==> src/rtl/srxf_pkg.sv <==
package srxf_pkg;

  localparam int MAX_BITS = 9;
  localparam int MIN_BITS = 5;

  typedef enum logic [2:0] {
    ST_IDLE  = 3'd0,
    ST_START = 3'd1,
    ST_DATA  = 3'd2,
    ST_PAR   = 3'd3,
    ST_STOP  = 3'd4
  } rx_state_e;

  // majority of three samples
  function automatic logic maj3(input logic a, input logic b, input logic c);
    return (a & b) | (a & c) | (b & c);
  endfunction

  // first voted tick inside a bit of osr ticks
  function automatic int vote_first(input int osr);
    return osr / 2;
  endfunction

  // clamp the configured length into the legal range
  function automatic logic [3:0] eff_bits(input logic [3:0] req);
    if (req < 4'(MIN_BITS)) return 4'(MIN_BITS);
    if (req > 4'(MAX_BITS)) return 4'(MAX_BITS);
    return req;
  endfunction

  // bits enter at the top of the shift register; move them down to bit 0
  function automatic logic [MAX_BITS-1:0] right_align(input logic [MAX_BITS-1:0] sh,
                                                      input logic [3:0] n);
    return sh >> (MAX_BITS - int'(n));
  endfunction

  // 1 when data plus parity bit disagree with the selected sense
  function automatic logic parity_bad(input logic [MAX_BITS-1:0] d, input logic p,
                                      input logic odd);
    return ((^d) ^ p) != odd;
  endfunction

endpackage

==> src/rtl/srxf_sync.sv <==
module srxf_sync #(
  parameter int STAGES = 2
) (
  input  logic clk,
  input  logic rst_n,
  input  logic din,
  output logic dout
);
  logic [STAGES-1:0] chain_q;

  generate
    if (STAGES == 1) begin : g_one
      always_ff @(posedge clk or negedge rst_n) begin
        if (!rst_n) chain_q <= '1;
        else        chain_q <= din;
      end
    end else begin : g_many
      always_ff @(posedge clk or negedge rst_n) begin
        if (!rst_n) chain_q <= '1;
        else        chain_q <= {chain_q[STAGES-2:0], din};
      end
    end
  endgenerate

  assign dout = chain_q[STAGES-1];
endmodule

==> src/rtl/srxf_bit_timer.sv <==
module srxf_bit_timer
  import srxf_pkg::*;
#(
  parameter int OSR_NORMAL = 16
) (
  input  logic clk,
  input  logic rst_n,
  input  logic tick,
  input  logic rx_s,
  input  logic fast,
  input  logic busy,
  output logic start_evt,
  output logic mid_evt,
  output logic mid_val
);
  localparam int OSR_FAST = OSR_NORMAL / 2;
  localparam int CW       = $clog2(OSR_NORMAL + 1);
  localparam logic [CW-1:0] N_TOP   = CW'(OSR_NORMAL);
  localparam logic [CW-1:0] F_TOP   = CW'(OSR_FAST);
  localparam logic [CW-1:0] N_FIRST = CW'(vote_first(OSR_NORMAL));
  localparam logic [CW-1:0] F_FIRST = CW'(vote_first(OSR_FAST));
  localparam logic [CW-1:0] N_LAST  = CW'(vote_first(OSR_NORMAL) + 2);
  localparam logic [CW-1:0] F_LAST  = CW'(vote_first(OSR_FAST) + 2);

  logic [CW-1:0] samp_q;
  logic [CW-1:0] top, first, last;
  logic [1:0]    votes_q;
  logic          rx_prev_q;
  logic          in_window;

  assign top       = fast ? F_TOP   : N_TOP;
  assign first     = fast ? F_FIRST : N_FIRST;
  assign last      = fast ? F_LAST  : N_LAST;
  assign in_window = (samp_q >= first) && (samp_q < last);

  // edge seen between two successive ticks while no frame is open
  assign start_evt = tick & ~busy & rx_prev_q & ~rx_s;
  assign mid_evt   = tick & busy & (samp_q == last);
  assign mid_val   = maj3(votes_q[1], votes_q[0], rx_s);

  always_ff @(posedge clk or negedge rst_n) begin
    if (!rst_n) begin
      rx_prev_q <= 1'b1;
      samp_q    <= CW'(1);
      votes_q   <= 2'b11;
    end else begin
      if (tick) rx_prev_q <= rx_s;
      if (start_evt) begin
        samp_q <= CW'(2);
      end else if (!busy) begin
        samp_q <= CW'(1);
      end else if (tick) begin
        if (in_window) votes_q <= {votes_q[0], rx_s};
        samp_q <= (samp_q == top) ? CW'(1) : samp_q + 1'b1;
      end
    end
  end

  AST_SAMP_RANGE: assert property (@(posedge clk) disable iff (!rst_n)
    busy |-> (samp_q >= CW'(1) && samp_q <= top));
  AST_START_OPENS: assert property (@(posedge clk) disable iff (!rst_n)
    start_evt |=> (busy && samp_q == CW'(2)));
endmodule

==> src/rtl/srxf_frame.sv <==
module srxf_frame
  import srxf_pkg::*;
(
  input  logic                clk,
  input  logic                rst_n,
  input  logic                start_evt,
  input  logic                mid_evt,
  input  logic                mid_val,
  input  logic [3:0]          cfg_bits,
  input  logic                cfg_par_en,
  input  logic                cfg_par_odd,
  output logic                busy,
  output logic                done,
  output logic [MAX_BITS-1:0] done_data,
  output logic                done_ferr,
  output logic                done_perr
);
  rx_state_e           state_q;
  logic [MAX_BITS-1:0] shift_q;
  logic [3:0]          cnt_q;
  logic [3:0]          nbits;
  logic                pbit_q;
  logic                last_data;
  logic [MAX_BITS-1:0] aligned;

  assign nbits     = eff_bits(cfg_bits);
  assign last_data = (cnt_q == nbits - 4'd1);
  assign aligned   = right_align(shift_q, nbits);
  assign busy      = (state_q != ST_IDLE);

  always_ff @(posedge clk or negedge rst_n) begin
    if (!rst_n) begin
      state_q   <= ST_IDLE;
      shift_q   <= '0;
      cnt_q     <= '0;
      pbit_q    <= 1'b0;
      done      <= 1'b0;
      done_data <= '0;
      done_ferr <= 1'b0;
      done_perr <= 1'b0;
    end else begin
      done <= 1'b0;
      unique case (state_q)
        ST_IDLE: if (start_evt) state_q <= ST_START;
        ST_START: if (mid_evt) begin
          cnt_q   <= '0;
          state_q <= mid_val ? ST_IDLE : ST_DATA;
        end
        ST_DATA: if (mid_evt) begin
          shift_q <= {mid_val, shift_q[MAX_BITS-1:1]};
          cnt_q   <= cnt_q + 4'd1;
          if (last_data) state_q <= cfg_par_en ? ST_PAR : ST_STOP;
        end
        ST_PAR: if (mid_evt) begin
          pbit_q  <= mid_val;
          state_q <= ST_STOP;
        end
        ST_STOP: if (mid_evt) begin
          done      <= 1'b1;
          done_data <= aligned;
          done_ferr <= ~mid_val;
          done_perr <= cfg_par_en & parity_bad(aligned, pbit_q, cfg_par_odd);
          state_q   <= ST_IDLE;
        end
        default: state_q <= ST_IDLE;
      endcase
    end
  end

  AST_FALSE_START: assert property (@(posedge clk) disable iff (!rst_n)
    (state_q == ST_START && mid_evt && mid_val) |=> (!busy && !done));
  AST_DONE_AFTER_STOP: assert property (@(posedge clk) disable iff (!rst_n)
    done |-> !busy);
  AST_NO_PERR_OFF: assert property (@(posedge clk) disable iff (!rst_n)
    (done && !$past(cfg_par_en)) |-> !done_perr);
endmodule

==> src/rtl/srxf_hold.sv <==
module srxf_hold
  import srxf_pkg::*;
(
  input  logic                clk,
  input  logic                rst_n,
  input  logic                done,
  input  logic [MAX_BITS-1:0] in_data,
  input  logic                in_ferr,
  input  logic                in_perr,
  input  logic                addr_filter,
  input  logic                rd_ack,
  output logic [MAX_BITS-1:0] rd_data,
  output logic                rd_valid,
  output logic                rd_frame_err,
  output logic                rd_par_err,
  output logic                rd_overrun
);
  logic accept;
  logic lost;

  assign accept = done & (~addr_filter | in_data[MAX_BITS-1]);
  assign lost   = accept & rd_valid & ~rd_ack;

  always_ff @(posedge clk or negedge rst_n) begin
    if (!rst_n) begin
      rd_data      <= '0;
      rd_valid     <= 1'b0;
      rd_frame_err <= 1'b0;
      rd_par_err   <= 1'b0;
      rd_overrun   <= 1'b0;
    end else if (lost) begin
      rd_overrun <= 1'b1;
    end else if (accept) begin
      rd_data      <= in_data;
      rd_valid     <= 1'b1;
      rd_frame_err <= in_ferr;
      rd_par_err   <= in_perr;
      rd_overrun   <= 1'b0;
    end else if (rd_ack && rd_valid) begin
      rd_valid     <= 1'b0;
      rd_frame_err <= 1'b0;
      rd_par_err   <= 1'b0;
      rd_overrun   <= 1'b0;
    end
  end

  AST_HELD_STABLE: assert property (@(posedge clk) disable iff (!rst_n)
    (rd_valid && !rd_ack) |=> (rd_valid && $stable(rd_data)));
  AST_OVR_WITH_WORD: assert property (@(posedge clk) disable iff (!rst_n)
    rd_overrun |-> rd_valid);
  AST_READ_CLEARS: assert property (@(posedge clk) disable iff (!rst_n)
    (rd_ack && rd_valid && !done) |=> (!rd_valid && !rd_overrun && !rd_frame_err && !rd_par_err));
  AST_ADDR_DROP: assert property (@(posedge clk) disable iff (!rst_n)
    (done && addr_filter && !in_data[MAX_BITS-1] && !rd_valid) |=> !rd_valid);
endmodule

==> src/rtl/serial_rx_filter.sv <==
module serial_rx_filter
  import srxf_pkg::*;
#(
  parameter int OSR_NORMAL  = 16,
  parameter int SYNC_STAGES = 2
) (
  input  logic                clk,
  input  logic                rst_n,
  input  logic                rx_in,
  input  logic                os_tick,
  input  logic [3:0]          cfg_bits,
  input  logic                cfg_par_en,
  input  logic                cfg_par_odd,
  input  logic                cfg_fast,
  input  logic                cfg_addr_filter,
  input  logic                rd_ack,
  output logic [MAX_BITS-1:0] rd_data,
  output logic                rd_valid,
  output logic                rd_frame_err,
  output logic                rd_par_err,
  output logic                rd_overrun
);
  logic                rx_s;
  logic                busy;
  logic                start_evt;
  logic                mid_evt;
  logic                mid_val;
  logic                done;
  logic [MAX_BITS-1:0] done_data;
  logic                done_ferr;
  logic                done_perr;

  srxf_sync #(.STAGES(SYNC_STAGES)) u_sync (
    .clk(clk), .rst_n(rst_n), .din(rx_in), .dout(rx_s)
  );

  srxf_bit_timer #(.OSR_NORMAL(OSR_NORMAL)) u_timer (
    .clk(clk), .rst_n(rst_n), .tick(os_tick), .rx_s(rx_s), .fast(cfg_fast),
    .busy(busy), .start_evt(start_evt), .mid_evt(mid_evt), .mid_val(mid_val)
  );

  srxf_frame u_frame (
    .clk(clk), .rst_n(rst_n), .start_evt(start_evt), .mid_evt(mid_evt),
    .mid_val(mid_val), .cfg_bits(cfg_bits), .cfg_par_en(cfg_par_en),
    .cfg_par_odd(cfg_par_odd), .busy(busy), .done(done), .done_data(done_data),
    .done_ferr(done_ferr), .done_perr(done_perr)
  );

  srxf_hold u_hold (
    .clk(clk), .rst_n(rst_n), .done(done), .in_data(done_data),
    .in_ferr(done_ferr), .in_perr(done_perr), .addr_filter(cfg_addr_filter),
    .rd_ack(rd_ack), .rd_data(rd_data), .rd_valid(rd_valid),
    .rd_frame_err(rd_frame_err), .rd_par_err(rd_par_err), .rd_overrun(rd_overrun)
  );

  AST_UPPER_ZERO: assert property (@(posedge clk) disable iff (!rst_n)
    (rd_valid && eff_bits(cfg_bits) == 4'd5) |-> (rd_data[MAX_BITS-1:5] == '0));
endmodule

==> config.mk <==
export PLATFORM = sky130hd
export DESIGN_NAME = serial_rx_filter
export DESIGN_NICKNAME = d
export VERILOG_FILES = /design/src/rtl/srxf_pkg.sv /design/src/rtl/srxf_sync.sv /design/src/rtl/srxf_bit_timer.sv /design/src/rtl/srxf_frame.sv /design/src/rtl/srxf_hold.sv /design/src/rtl/serial_rx_filter.sv
export SDC_FILE = /design/constraint.sdc
export NUM_CORES = 1
export LEC_CHECK = 0
export BUFFER_PORTS_ARGS = -buffer_cell sky130_fd_sc_hd__buf_2
export CAP_MARGIN = 20
export CORE_ASPECT_RATIO = 1.2
export CORE_MARGIN = 8
export CORE_UTILIZATION = 60
export DETAILED_ROUTE_END_ITERATION = 10
export PLACE_DENSITY = 0.78
export SYNTH_ARGS = -nofsm -noshare
export SYNTH_HDL_FRONTEND = slang
export SYNTH_SLANG_ARGS = --single-unit
==> constraint.sdc <==
create_clock -name clk -period 3.11 [get_ports clk]
set_input_delay 0.933 -clock clk [delete_from_list [all_inputs] [get_ports clk]]
set_output_delay 0.933 -clock clk [all_outputs]
set_load 0.02 [all_outputs]
# Yosys cells after proc, flatten, opt, wreduce, memory -nomap -nowiden
# Index checks and enable logic that the tools add are counted.
[classes]
add_sub_neg = 4
bitwise = 23
reduce_logical = 16
magnitude_cmp = 4
n_mux = 34
eq_ne = 15
shifts = 1
[ops]
columns = ["operator", "n"]
rows = [
  ["$mux 4", 8],
  ["$shr 9x32->9", 1],
  ["$mux 5", 5],
  ["$mux 3", 7],
  ["$pmux 3 s5", 1],
  ["$and 1x1->1", 12],
  ["$mux 1", 11],
  ["$eq 5x5->1", 2],
  ["$ne 2x2->1 const B", 5],
  ["$reduce_and 2->1", 5],
  ["$reduce_xor 9->1", 1],
  ["$pmux 4 s2", 1],
  ["$not 1->1", 7],
  ["$eq 3x2->1 const B", 2],
  ["$reduce_and 6->1", 1],
  ["$reduce_bool 3->1", 2],
  ["$add 5x1->5 const B", 1],
  ["$ge 5x5->1", 1],
  ["$lt 5x5->1", 1],
  ["$sub 4x4->5 const A", 1],
  ["$add 4x1->4 const B", 1],
  ["$eq 4x4->1", 1],
  ["$gt 4x4->1 const B", 1],
  ["$lt 4x3->1 const B", 1],
  ["14 further kinds", 18],
]
[word_totals]
elab_cells = 114
reg_bits = 52
input_bits = 13
output_inout_bits = 13

# Longest topological paths before layout
[logic_depth]
ltp_word = 11
ltp_mapped = 14
depth_no_buf = 12

# Hierarchy
# Synthesis repeated with hierarchy kept, for this count alone.
[hier_totals]
cells_unflattened = 315
area_unflattened_um2 = 3201.8
[modules_own_cells]
columns = ["mod", "area_each_um2", "cells_per_inst", "n_inst", "seq_area_each_um2"]
rows = [
  ["srxf_frame", 1970.6, 215, 1, 725.7],
  ["srxf_hold", 620.6, 45, 1, 325.3],
  ["srxf_bit_timer", 558.0, 53, 1, 205.2],
  ["srxf_sync", 52.6, 2, 1, 52.6],
]

# Worst setup path before layout
# OpenSTA, ideal clock, no wires.
[synth_path]
path_kind = "input-to-reg"
start = "input cfg_bits[2]"
end = "register u_frame.state_q[1]"
stages = 12
path_slack_ns = -0.146
arrival_ns = 3.128
setup_time_ns = 0.128
required_ns = 2.982
cell_sequence = "buf_4 > or3b_2 > a21oi_2 > ha_1 > xnor2_1 > xnor2_1 > nand2_1 > or4_1 > nor2_1 > o21ai_1 > a21oi_1 > nor2_1"
[synth_via]
elab_chain_len = 9
elab_cells_between_ends = 12
cone_classes = "add/sub (1); order compare (2); eq/ne (2); mux (6); reduce/logical (1)"
[synth_lines]
columns = ["element", "line_no", "text"]
rows = [
  ["start: declaration", "serial_rx_filter.sv:11", "input logic [3:0] cfg_bits,"],
  ["$gt 4x4->1", "srxf_pkg.sv:27", "if (req > 4'(MAX_BITS)) return 4'(MAX_BITS);"],
  ["$mux 1 (2 in a row)", "srxf_pkg.sv:27", ""],
  ["$mux 4", "srxf_pkg.sv:28", "return req;"],
  ["$mux 4 (*)", "srxf_pkg.sv:27", ""],
  ["$sub 4x1->4 (*)", "srxf_frame.sv:27", "assign last_data = (cnt_q == nbits - 4'd1);"],
  ["$eq 4x4->1 (*)", "srxf_frame.sv:27", ""],
  ["$ne 2x1->1 (no source line) (*)", "--", ""],
  ["$reduce_and 6->1 (no source line) (*)", "--", ""],
  ["end signal: assignment", "srxf_frame.sv:47", "state_q <= mid_val ? ST_IDLE : ST_DATA;"],
  ["end signal: assignment", "srxf_frame.sv:52", "if (last_data) state_q <= cfg_par_en ? ST_PAR : ST_STOP;"],
  ["end: declaration", "srxf_frame.sv:18", "rx_state_e state_q;"],
]
# Mark *: on every way between the ends. The rest lies on a longest branch, timed or not. The select of a mux whose other input is x is not followed.
# A chain may end at the register's enable or synchronous reset.

# Final worst setup path
# Same ends and word-level chain as after synthesis.

==> metrics.md <==
| Metric | Value |
|---|---|
| Final setup TNS | 0 ns |
| Initial drt markers | 175 |
| Hold Fails Final Rpt | 0 |
| M1 GR Usage | 22.5% |
| XOR/XNOR Fraction of Synth Area | 4.17% |
| Post-synth EDFFs | 0 |
| P per Cell Area | 577 nW/um2 |
| Critical Path Source Type | input pin |
| Most common cell in the netlist | dfrtp_1 |
| CP Capture Type | flop |
| Io pins | 26 |
| Setup WS post-layout | 0.218 ns |
| Routed vias/inst | 6.03 |
| CTS tree | built |
| First-pass GRT wire length | 10900 um |
| Crit path DAT | 3.09 ns |
| Worst-Skew Late Latency | 0.31 ns |
| WL per Instance | 15.5 um |
| Min-delay src | u_sync.chain_q[0] |
| Status | finished, final reports clean |
| Period Utilization, post-route | 93.0% |
| CP startpoint | cfg_bits[2] |
| Synthesized-area fraction occupied by adder cells | 4.01% |
| Min-Delay Path Class | reg2reg |
| Post-CTS sizing | 0 |
| Routed wire length | 6380 um |
| Yosys cell types | 64 |
| Leakage | 1.69 nW |
| Clock Skews | 0.00963 ns |
| Antenna Nets Post-Route | 0 |
| Gpl congestion | 0.907 |
| Worst-path clk slew | 0.10 ns |
| Multiplexer share of the synthesized area | 10.7% |
| Max Slew Vio Count | 0 |
| Post-CTS Setup Inserts | 0 |
| Grt total ovfl | 0 |
| Hold_buf cts | 0 |
| Synth async-reset ratio | 100% |
| Total power | 0.00201 W |
| Max Buffers Root-to-Sink | 2 |
| Post-detail-place hpwl | 4940 um |
| Fin nets | 372 |
| GR Util All Layers | 17.8% |
| Post-Route Utilization | 70.3% |
| Die width | 81.2 um |
| Mapped Nets | 337 |
| Crit Path Max Fanout | 5 |
| Minimum clock period | 2.89 ns |
| Simple-Gate Fraction of Synth Area | 14.6% |
| Via Count | 2479 |
| R2R cell count | 8 |
| Diode count | 0 |
| Met2 Use GR | 29.7% |
| Synth Register Bits | 52 |
| Top cells by count, synth | 46 x dfrtp_1, 41 x nand2_1, 25 x o21ai_0 |
| Post-Syn Area | 3060 um2 |
| Worst Setup Path Type | in2reg |
| Final setup viols | 0 |
| Vias in the first global route | 2330 |
| Starting Density | 62.0% |
| Leading area contributor after synthesis | dfrtp_1 |
| Final cell count without fillers | 411 |
| Primary FF master, synth | dfrtp_1 |
| Layout cells sized above 1 | 25.9% |
| Syn avg cell area | 9.72 um2 |
| RSZ-0062 raised after global routing | false |
| Dpl ws | -0.0925 ns |
| Post-synthesis cell count | 315 |
| Sequential fraction of the synthesis area | 42.8% |
| Top area cells in the synthesized netlist | dfrtp_1 38%, mux2_2 7.0%, dfstp_2 5.2% |
| FILL cells | 385 |
| GR peak layer | met2 |
| Share of the synthesized area in the top cell type | 37.6% |
| Initial antenna violation count | 0 |
| Met3 usage in global routing | 3.07% |
| Fmax achieved | 346 MHz |
| Cts bufs inserted | 5 |
| WP data required | 3.31 ns |
| Row count | 28 |
| Slew @ Worst Pin | 0.490 ns |
| Port Buffer Count | 25 |
| Synth Area in Compound Gates | 18.6% |
| Largest family of logic cells by synthesized area | compound AO/OA/AOI/OAI gates |
| Total number of yosys warnings | 0 |
| CTS Root Cell | clkbuf_8 |
| First drt pass iteration count | 4 |
| Max Cap Violations | 0 |
| Critical R2R Launch | u_frame.shift_q[5] |
| Placed cell count | 403 |
| CORE AREA | 4940 um2 |
| H-tree depth | 2 |
| Die area | 7650 um2 |
| Slew headroom | 67.3% |
| Die Ht | 94.2 um |
| VDD IR-drop max | 0.419 mV |
| Clk sinks | 52 |
| Largest net degree at the start of global routing | 25 |
| Hold depth | 0 |
| DRC errors left | 0 |
| Area Growth Syn to Fin | 13.5% |
## worst max-delay path, stage by stage
cell and delay, ns:
buf_2 0.14, and3b_1 0.25, inv_8 0.10, ha_4 0.15, or3b_1 0.37, a21oi_2 0.15, nor3_1 0.05, or4_1 0.52
nor2_1 0.11, o21ai_1 0.08, a21oi_1 0.16, nor2_1 0.05
## flip-flops by register name (all words and copies together) (netlist names), 2 cells and up
name               cells
u_frame.cnt_q          4
u_frame.done_data      9
u_frame.shift_q        9
u_frame.state_q        3
u_hold.rd_data         9
u_sync.chain_q         2
u_timer.samp_q         5
u_timer.votes_q        2
## path summary, 6_finish.rpt
check | slack (ns) | to
worst min register to register | 0.36 | u_sync.chain_q[1]
worst max register to register | 0.75 | u_frame.done_perr
worst max-delay path | 0.22 | u_frame.state_q[1]
min in group asynchronous | 0.58 | u_hold.rd_data[8]
worst min-delay path | 0.36 | u_sync.chain_q[1]
max in group asynchronous | 1.89 | u_timer.samp_q[0]
## final cells by class
| type | instances | area, um2 | share of cell area [%] |
|---|---|---|---|
| clock buffers | 6 | 72.6 | 2.09 |
| clock inverters | 2 | 38.8 | 1.12 |
| inverters | 17 | 71.3 | 2.05 |
| multi-input cells | 229 | 1620 | 46.6 |
| flip-flops and latches | 52 | 1310 | 37.7 |
| well taps | 60 | 75.1 | 2.16 |
| repair buffers | 45 | 288 | 8.28 |
## per-stage QoR
step | hold WS, ns | area (um2)
3_3_place_gp | 0.346 | 3360
4_1_cts | 0.364 | 3470
3_5_place_dp | 0.349 | 3360
5_1_grt | 0.370 | 3470
2_1_floorplan | 0.345 | 3110
6_report | 0.362 | 3470
## metal layers
metal  wire [um]  up-vias  share of wire, %
li1            -     1201                 -
met1        2780     1213                44
met2        3240       55                51
met3         266       10               4.2
met4          89        0               1.4
met5           0        -                 0
## report_power, final
group,internal [W],switching (W),leakage (nW)
Combinational,0.000273,0.000305,0.964
Sequential,0.000814,0.000150,0.669
Clock,0.000243,0.000221,0.0558
## logic make-up (layout without fill, tap and decap cells)
logic type	Yosys count	count (layout)
and+or+nand+nor	91	91
muxes	29	29
xor gates and xnor gates	13	13
AOI/OAI and AO/OA	86	86
DFF	52	52
adders and majority gates	10	10
buffers and inverters	34	70
## placed cells by master, fill, tap and decap left out, drive strengths merged, types with 5 or more instances in the layout
cell and instances:
clkbuf 6, o221ai 5, dfrtp 46, o21ai 28, dfstp 6, a21oi 19
mux2 19, nand2 42, inv 18, xor2 7, nor2 16, nor3 5
xnor2 5, buf 45, ha 9, nand3 9, mux2i 10
Note: power is estimated with default switching activity, not from simulation.
